$ cat src/rtl/dma_pag_pkg.sv
package dma_pag_pkg;
    localparam int unsigned DMA_PAGE_W = 8;
    localparam int unsigned DMA_CNT_W  = 16;

    typedef enum logic {
        XW_BYTE = 1'b0,
        XW_WORD = 1'b1
    } xfer_width_e;

    typedef enum logic {
        STEP_UP   = 1'b0,
        STEP_DOWN = 1'b1
    } step_dir_e;
endpackage

$ cat src/rtl/dma_addr_counter.sv
module dma_addr_counter
    import dma_pag_pkg::*;
#(
    parameter int unsigned CNT_W = DMA_CNT_W
) (
    input  logic             clk,
    input  logic             rst_n,
    input  logic             load_i,
    input  logic [CNT_W-1:0] load_addr_i,
    input  logic             load_down_i,
    input  logic             step_i,
    input  logic             reload_i,
    output logic [CNT_W-1:0] addr_o
);
    typedef struct packed {
        logic [CNT_W-1:0] addr;
        logic [CNT_W-1:0] base;
        step_dir_e        dir;
    } acnt_t;

    acnt_t st_d, st_q;

    always_comb begin
        st_d = st_q;
        if (load_i) begin
            st_d.addr = load_addr_i;
            st_d.base = load_addr_i;
            st_d.dir  = step_dir_e'(load_down_i);
        end else if (step_i) begin
            if (reload_i) begin
                st_d.addr = st_q.base;
            end else if (st_q.dir == STEP_DOWN) begin
                st_d.addr = st_q.addr - 1'b1;
            end else begin
                st_d.addr = st_q.addr + 1'b1;
            end
        end
    end

    always_ff @(posedge clk or negedge rst_n) begin
        if (!rst_n) begin
            st_q <= '{addr: '0, base: '0, dir: STEP_UP};
        end else begin
            st_q <= st_d;
        end
    end

    assign addr_o = st_q.addr;

    // single-step movement in the latched direction
    a_r4_step_up: assert property (@(posedge clk) disable iff (!rst_n)
        (step_i && !reload_i && !load_i && st_q.dir == STEP_UP)
        |=> addr_o == $past(addr_o) + 1'b1);
    a_r4_step_down: assert property (@(posedge clk) disable iff (!rst_n)
        (step_i && !reload_i && !load_i && st_q.dir == STEP_DOWN)
        |=> addr_o == $past(addr_o) - 1'b1);
endmodule

$ cat src/rtl/dma_count_unit.sv
module dma_count_unit
    import dma_pag_pkg::*;
#(
    parameter int unsigned CNT_W = DMA_CNT_W
) (
    input  logic             clk,
    input  logic             rst_n,
    input  logic             load_i,
    input  logic [CNT_W-1:0] load_count_i,
    input  logic             load_auto_i,
    input  logic             xfer_i,
    output logic [CNT_W-1:0] count_o,
    output logic             accept_o,
    output logic             reload_o,
    output logic             tc_o,
    output logic             done_o
);
    typedef struct packed {
        logic [CNT_W-1:0] cnt;
        logic [CNT_W-1:0] base;
        logic             autoinit;
        logic             tc;
        logic             done;
    } ccnt_t;

    ccnt_t st_d, st_q;
    logic  at_zero;

    assign at_zero  = (st_q.cnt == '0);
    assign accept_o = xfer_i && !load_i && !st_q.done;
    assign reload_o = accept_o && at_zero && st_q.autoinit;

    always_comb begin
        st_d    = st_q;
        st_d.tc = 1'b0;
        if (load_i) begin
            st_d.cnt      = load_count_i;
            st_d.base     = load_count_i;
            st_d.autoinit = load_auto_i;
            st_d.done     = 1'b0;
        end else if (accept_o) begin
            if (at_zero) begin
                st_d.tc = 1'b1;
                if (st_q.autoinit) begin
                    st_d.cnt = st_q.base;
                end else begin
                    st_d.cnt  = st_q.cnt - 1'b1;
                    st_d.done = 1'b1;
                end
            end else begin
                st_d.cnt = st_q.cnt - 1'b1;
            end
        end
    end

    always_ff @(posedge clk or negedge rst_n) begin
        if (!rst_n) begin
            st_q <= '0;
        end else begin
            st_q <= st_d;
        end
    end

    assign count_o = st_q.cnt;
    assign tc_o    = st_q.tc;
    assign done_o  = st_q.done;

    // every terminal-count pulse follows an accepted strobe at zero
    a_r6_tc_source: assert property (@(posedge clk) disable iff (!rst_n)
        tc_o |-> ($past(xfer_i) && !$past(load_i) && $past(count_o) == '0));
    // a finished channel keeps its count frozen until a load
    a_r7_done_hold: assert property (@(posedge clk) disable iff (!rst_n)
        (done_o && !load_i) |=> ($stable(count_o) && !tc_o));
endmodule

$ cat src/rtl/dma_xlate.sv
module dma_xlate
    import dma_pag_pkg::*;
#(
    parameter int unsigned PAGE_W = DMA_PAGE_W,
    parameter int unsigned CNT_W  = DMA_CNT_W,
    localparam int unsigned ADDR_W = PAGE_W + CNT_W,
    localparam int unsigned RES_W  = CNT_W + 2
) (
    input  logic [PAGE_W-1:0] page_i,
    input  logic [CNT_W-1:0]  addr_i,
    input  logic [CNT_W-1:0]  count_i,
    input  logic              word_i,
    input  logic              done_i,
    output logic [ADDR_W-1:0] bus_addr_o,
    output logic [RES_W-1:0]  residue_o
);
    logic [CNT_W:0] xfers_left;

    always_comb begin
        if (word_i) begin
            bus_addr_o = {page_i[PAGE_W-1:1], addr_i, 1'b0};
        end else begin
            bus_addr_o = {page_i, addr_i};
        end
    end

    always_comb begin
        xfers_left = {1'b0, count_i} + 1'b1;
        if (done_i) begin
            residue_o = '0;
        end else if (word_i) begin
            residue_o = {xfers_left, 1'b0};
        end else begin
            residue_o = {1'b0, xfers_left};
        end
    end
endmodule

$ cat src/rtl/dma_page_addr_gen.sv
module dma_page_addr_gen
    import dma_pag_pkg::*;
#(
    parameter int unsigned PAGE_W = DMA_PAGE_W,
    parameter int unsigned CNT_W  = DMA_CNT_W,
    localparam int unsigned ADDR_W = PAGE_W + CNT_W,
    localparam int unsigned RES_W  = CNT_W + 2
) (
    input  logic              clk,
    input  logic              rst_n,
    input  logic              load_i,
    input  logic [PAGE_W-1:0] load_page_i,
    input  logic [CNT_W-1:0]  load_addr_i,
    input  logic [CNT_W-1:0]  load_count_i,
    input  logic              load_word_i,
    input  logic              load_down_i,
    input  logic              load_auto_i,
    input  logic              xfer_i,
    output logic [ADDR_W-1:0] bus_addr_o,
    output logic [CNT_W-1:0]  count_o,
    output logic [RES_W-1:0]  residue_o,
    output logic              tc_o,
    output logic              done_o
);
    typedef struct packed {
        logic [PAGE_W-1:0] page;
        xfer_width_e       width;
    } chan_t;

    chan_t st_d, st_q;

    logic             accept;
    logic             reload;
    logic [CNT_W-1:0] cur_addr;

    always_comb begin
        st_d = st_q;
        if (load_i) begin
            st_d.page  = load_page_i;
            st_d.width = xfer_width_e'(load_word_i);
        end
    end

    always_ff @(posedge clk or negedge rst_n) begin
        if (!rst_n) begin
            st_q <= '{page: '0, width: XW_BYTE};
        end else begin
            st_q <= st_d;
        end
    end

    dma_count_unit #(.CNT_W(CNT_W)) u_count (
        .clk          (clk),
        .rst_n        (rst_n),
        .load_i       (load_i),
        .load_count_i (load_count_i),
        .load_auto_i  (load_auto_i),
        .xfer_i       (xfer_i),
        .count_o      (count_o),
        .accept_o     (accept),
        .reload_o     (reload),
        .tc_o         (tc_o),
        .done_o       (done_o)
    );

    dma_addr_counter #(.CNT_W(CNT_W)) u_addr (
        .clk         (clk),
        .rst_n       (rst_n),
        .load_i      (load_i),
        .load_addr_i (load_addr_i),
        .load_down_i (load_down_i),
        .step_i      (accept),
        .reload_i    (reload),
        .addr_o      (cur_addr)
    );

    dma_xlate #(.PAGE_W(PAGE_W), .CNT_W(CNT_W)) u_xlate (
        .page_i     (st_q.page),
        .addr_i     (cur_addr),
        .count_i    (count_o),
        .word_i     (st_q.width == XW_WORD),
        .done_i     (done_o),
        .bus_addr_o (bus_addr_o),
        .residue_o  (residue_o)
    );

    // page bits of the bus address never move during strobes
    a_r5_page_hold: assert property (@(posedge clk) disable iff (!rst_n)
        (xfer_i && !load_i) |=> $stable(bus_addr_o[ADDR_W-1:CNT_W+1]));
    // a load clears both status flags
    a_r9_load_clears: assert property (@(posedge clk) disable iff (!rst_n)
        load_i |=> (!tc_o && !done_o));
    // nothing left to move once finished
    a_r10_residue_done: assert property (@(posedge clk) disable iff (!rst_n)
        done_o |-> residue_o == '0);
endmodule

$ cat config.mk
export PLATFORM = sky130hd
export DESIGN_NAME = dma_page_addr_gen
export DESIGN_NICKNAME = d
export VERILOG_FILES = /design/src/rtl/dma_pag_pkg.sv /design/src/rtl/dma_addr_counter.sv /design/src/rtl/dma_count_unit.sv /design/src/rtl/dma_xlate.sv /design/src/rtl/dma_page_addr_gen.sv
export SDC_FILE = /design/constraint.sdc
export NUM_CORES = 1
export LEC_CHECK = 0
export ABC_AREA = 1
export BUFFER_PORTS_ARGS = -buffer_cell sky130_fd_sc_hd__buf_2
export CORE_AREA = 2 2 140 156
export CTS_CLUSTER_SIZE = 8
export DETAILED_ROUTE_END_ITERATION = 10
export DIE_AREA = 0 0 142 158
export GPL_ROUTABILITY_DRIVEN = 0
export PLACE_DENSITY = 0.53
export SLEW_MARGIN = 40
export SYNTH_ARGS = -nofsm -noshare
export SYNTH_HDL_FRONTEND = slang
export SYNTH_SLANG_ARGS = --single-unit
export TNS_END_PERCENT = 10
$ cat constraint.sdc
create_clock -name clk -period 1.79 [get_ports clk]
set_input_delay 0.179 -clock clk [delete_from_list [all_inputs] [get_ports clk]]
set_output_delay 0.179 -clock clk [all_outputs]
set_load 0.01 [all_outputs]
==> impl_summary.log <==
INFO  metric status = finished with violations
INFO  metric failed_checks = setup timing
INFO  metric postSynthAreaPerCell = 6.868 um2
INFO  metric clk_transition_reported_paths = 0.07 ns
INFO  metric crit_required = 1.61 ns
INFO  metric grt_use_total = around 16%
INFO  metric post-route-min-period = around 2.1 ns
INFO  metric slew_limit_headroom = 58.35%
INFO  metric route.final.wire_length = 17360 um
INFO  metric timing_worst_setup_path_type = flip-flop to primary output
INFO  metric initial_antenna_violation_count = 1
INFO  metric vias_per_cell = 4.483
INFO  metric fin_tns_setup = -7.041 ns
INFO  metric numClockSinks = 77
INFO  metric synth_cells = 810
INFO  metric drt-pass1-iter-count = 4
INFO  metric yosys_most_used_dff = sky130_fd_sc_hd__dfrtp_1
INFO  metric ff2ff_setup_slack = -0.15 ns
INFO  metric yosys_warnings = 0
INFO  metric maxSlewViolCount = 0
INFO  metric timing.critical_path.slowest_stage_cell = sky130_fd_sc_hd__dfrtp_1
INFO  metric die_w = 142 um
INFO  metric wl_met1 = 7848 um
INFO  metric grt_overflow = 0
INFO  metric synth_sequential_area_ratio = 34.64%
INFO  metric fmax = 0.4720 GHz
INFO  metric setup_ws = -0.3287 ns
INFO  metric postSynthNetCount = around 880
INFO  metric synth.cell_area = 0.005563 mm2
INFO  metric cpPeakStageDelay = 0.40 ns
INFO  metric starting_density = between 20% and 30%
INFO  metric period_share = 118.4%
INFO  metric clkLatencyLatePin = 0.34 ns
INFO  metric top_layer = met4
INFO  metric crit_path_cell_trace = inv_2, buf_6, nor3_4, nand3_2, nor2_4, buf_4, nand3_1, nand2_1, nand3_1, o21ai_1, buf_2
INFO  metric p_leak = around 0.0039 uW
INFO  metric place_ws = -0.1329 ns
INFO  metric timing.critical_path.fanout_max = 5
INFO  metric tritoncts = done
INFO  metric finalHoldViolations = 0
INFO  metric grt_pass1_vias = about 5300
INFO  metric worst-r2r-cell-count = 13
INFO  metric cts_inserted_buffers = 9
INFO  metric critPathLaunchType = flip-flop
INFO  metric global_route_wire_length_before_repair = 27600 um
INFO  metric worstMarginPinSlew = 0.6247 ns
INFO  metric area.growth.synth_to_final = 35.00%
INFO  metric power.density_cell_area = approximately 1100 mW/mm2
INFO  metric place.detailed.hpwl = 13370 um
INFO  metric drt_iter0_markers = 248
INFO  metric routed-wl-met2 = between 8000 and 9000 um
INFO  metric core.rowCount = 56
INFO  metric synth.ff_latch_count = 77
INFO  metric drive_gt1_share = 30.82%
INFO  metric fillerInstances = 2268
INFO  metric h-tree-depth = 3
INFO  metric cts_root_buffer = sky130_fd_sc_hd__clkbuf_16
INFO  metric route.detailed.drc = 0
INFO  metric synth-adder-area-share = ~4.2%
INFO  metric post_synth_xor_area_fraction = 2.519%
INFO  metric detailroute.via_count = 5581
INFO  metric worst-endpoint-arrival = 1.94 ns
INFO  metric synth-simple-area-share = 30.86%
INFO  metric antenna_nets_post_route = 0
INFO  metric synth_cell_types = between 40 and 50
INFO  metric final.setup_skew = 0.01031 ns
INFO  metric setup.worst_path.end_class = primary output
INFO  metric die_y = 158 um
INFO  metric vdd_drop_max = ~0.00052 V
INFO  metric core_area = 0.02095 mm2
INFO  metric fin_nets = 1043
INFO  metric synth_top_family_by_area = simple AND/OR/NAND/NOR gates
INFO  metric yosys-mux-area-fraction = 0%
INFO  metric buffer_ports.inserted = 106
INFO  metric setup_violations = 47
INFO  metric grt_max_degree = 64
INFO  metric cts.path.max_buffers = 2
INFO  metric rsz_0062_raised_after_global_routing = true
INFO  metric avgRoutedWirePerCell = 13.95 um
INFO  metric min_delay_path_depth = 3
INFO  metric met3_wirelength = ~640 um
INFO  metric synth-edff-count = 0
INFO  metric drv_cap = 0
INFO  metric critPathMostFrequentCell = sky130_fd_sc_hd__nand3_1
INFO  metric compound_cell_area_share_of_the_yosys_netlist = approximately 15%
INFO  metric io_pins = around 110
INFO  metric synth-async-reset-ratio = 100.0%
INFO  metric worst_hold_check_path_type = input port to flip-flop
INFO  metric die_ar = ~0.022 mm2
## timing repair
| action | 4_1_cts | 5_1_grt |
|---|---|---|
| endpoints found under the setup margin | 43 | 50 |
| pin swaps | 19 | 14 |
| buffers inserted | 9 | 5 |
| hold buffers | 1 | 0 |
| gates resized for setup | 39 | 33 |
| endpoints found under the hold margin | 32 | 0 |
## per-layer routing
metal  global-route usage (%)  vias to the layer above
li1                         -                     2918
met1                    19.80                     2531
met2                    28.11                      120
met3                    2.571                       12
met4                    4.048                        0
met5                        0                        -
## cell usage after synthesis, types with 9 or more instances
cell type,count,area [um2]
sky130_fd_sc_hd__a21oi_1,35,175.2
sky130_fd_sc_hd__buf_4,25,187.7
sky130_fd_sc_hd__clkbuf_1,13,48.80
sky130_fd_sc_hd__dfrtp_1,77,1927
sky130_fd_sc_hd__ha_1,17,212.7
sky130_fd_sc_hd__inv_1,99,371.6
sky130_fd_sc_hd__nand2_1,254,953.4
sky130_fd_sc_hd__nand3_1,40,200.2
sky130_fd_sc_hd__nand4_1,10,62.56
sky130_fd_sc_hd__nor2_1,55,206.5
sky130_fd_sc_hd__o211ai_1,9,67.56
sky130_fd_sc_hd__o21ai_0,64,320.3
sky130_fd_sc_hd__o21ai_1,20,100.1
sky130_fd_sc_hd__o22ai_1,11,68.82
sky130_fd_sc_hd__xor2_1,11,96.34
## final timing paths
path,startpoint,end
worst max-delay path,u_count.count_o[0],residue_o[16]
worst min-delay path,load_page_i[2],st_q[3]
worst max register to register,u_count.count_o[0],u_count.count_o[7]
worst min register to register,u_addr.st_q[11],u_addr.st_q[11]
max in group asynchronous,rst_n,u_count.st_q[10]
min in group asynchronous,rst_n,u_addr.st_q[13]
## report_power, final
part | internal [uW] | switching (uW)
combinational | 1730 | 2160
clock | 1310 | 773
sequential | 2020 | 249
total | 5060 | 3180
## kinds of logic after synthesis
group,after synthesis
AO/OA/AOI/OAI,152
XOR/XNOR,16
adder cells (fa/ha/maj),18
buffers and inverters,155
flip-flops,77
AND/OR/NAND/NOR,392
## critical path, delay by kind of cell, from the launching register on
kind                   cells  cell delay, ns
buffers and inverters      4            0.48
flip-flops                 1            0.40
AO/OA/AOI/OAI              1            0.07
AND/OR/NAND/NOR            6            0.65
## cell usage in the layout, fill, tap and decap left out, types with 6 or more instances in the layout
| cell type | instances |
|---|---|
| sky130_fd_sc_hd__a21oi_1 | 32 |
| sky130_fd_sc_hd__a21oi_2 | 7 |
| sky130_fd_sc_hd__buf_2 | 105 |
| sky130_fd_sc_hd__buf_4 | 91 |
| sky130_fd_sc_hd__buf_6 | 8 |
| sky130_fd_sc_hd__clkbuf_16 | 9 |
| sky130_fd_sc_hd__dfrtp_1 | 76 |
| sky130_fd_sc_hd__ha_1 | 13 |
| sky130_fd_sc_hd__inv_1 | 93 |
| sky130_fd_sc_hd__inv_2 | 9 |
| sky130_fd_sc_hd__nand2_1 | 249 |
| sky130_fd_sc_hd__nand2_2 | 8 |
| sky130_fd_sc_hd__nand3_1 | 37 |
| sky130_fd_sc_hd__nand3_2 | 7 |
| sky130_fd_sc_hd__nand4_1 | 10 |
| sky130_fd_sc_hd__nor2_1 | 49 |
| sky130_fd_sc_hd__nor2_2 | 8 |
| sky130_fd_sc_hd__nor2_4 | 7 |
| sky130_fd_sc_hd__o211ai_1 | 9 |
| sky130_fd_sc_hd__o21ai_0 | 53 |
| sky130_fd_sc_hd__o21ai_1 | 27 |
| sky130_fd_sc_hd__o21ai_2 | 6 |
| sky130_fd_sc_hd__o22ai_1 | 10 |
| sky130_fd_sc_hd__xor2_1 | 7 |
## stage by stage
step	cells	power (uW)	util [%]	instance area, um2	hold slack, ns
2_1_floorplan	810	4602	-	5577	-0.1166
4_1_cts	1239	8285	35.16	7367	0.02154
5_1_grt	1245	8917	35.85	7510	0.03286
3_5_place_dp	1213	6007	32.51	6812	0.1961
3_3_place_gp	1213	5994	32.51	6812	0.1995
6_report	1245	8242	35.85	7510	0.03675
## sequential cells by signal, summed over array words and instances, names as in the netlist
signal and flops:
u_addr.st_q 17, u_count.st_q 17, u_addr.addr_o 16, u_count.count_o 16, st_q 9, u_count.done_o 1, u_count.tc_o 1
## final cells by class
cell class	count	area (um2)	share of cell area [%]
antenna	1	2.502	0.03332
clock buffer	12	256.5	3.416
clock inverter	4	77.57	1.033
inverter	104	397.9	5.298
multi-input combinational	578	3149	41.94
sequential	77	1931	25.71
tap	261	326.6	4.349
timing repair buffer	208	1369	18.23
Note: power is estimated with default switching activity, not from simulation.
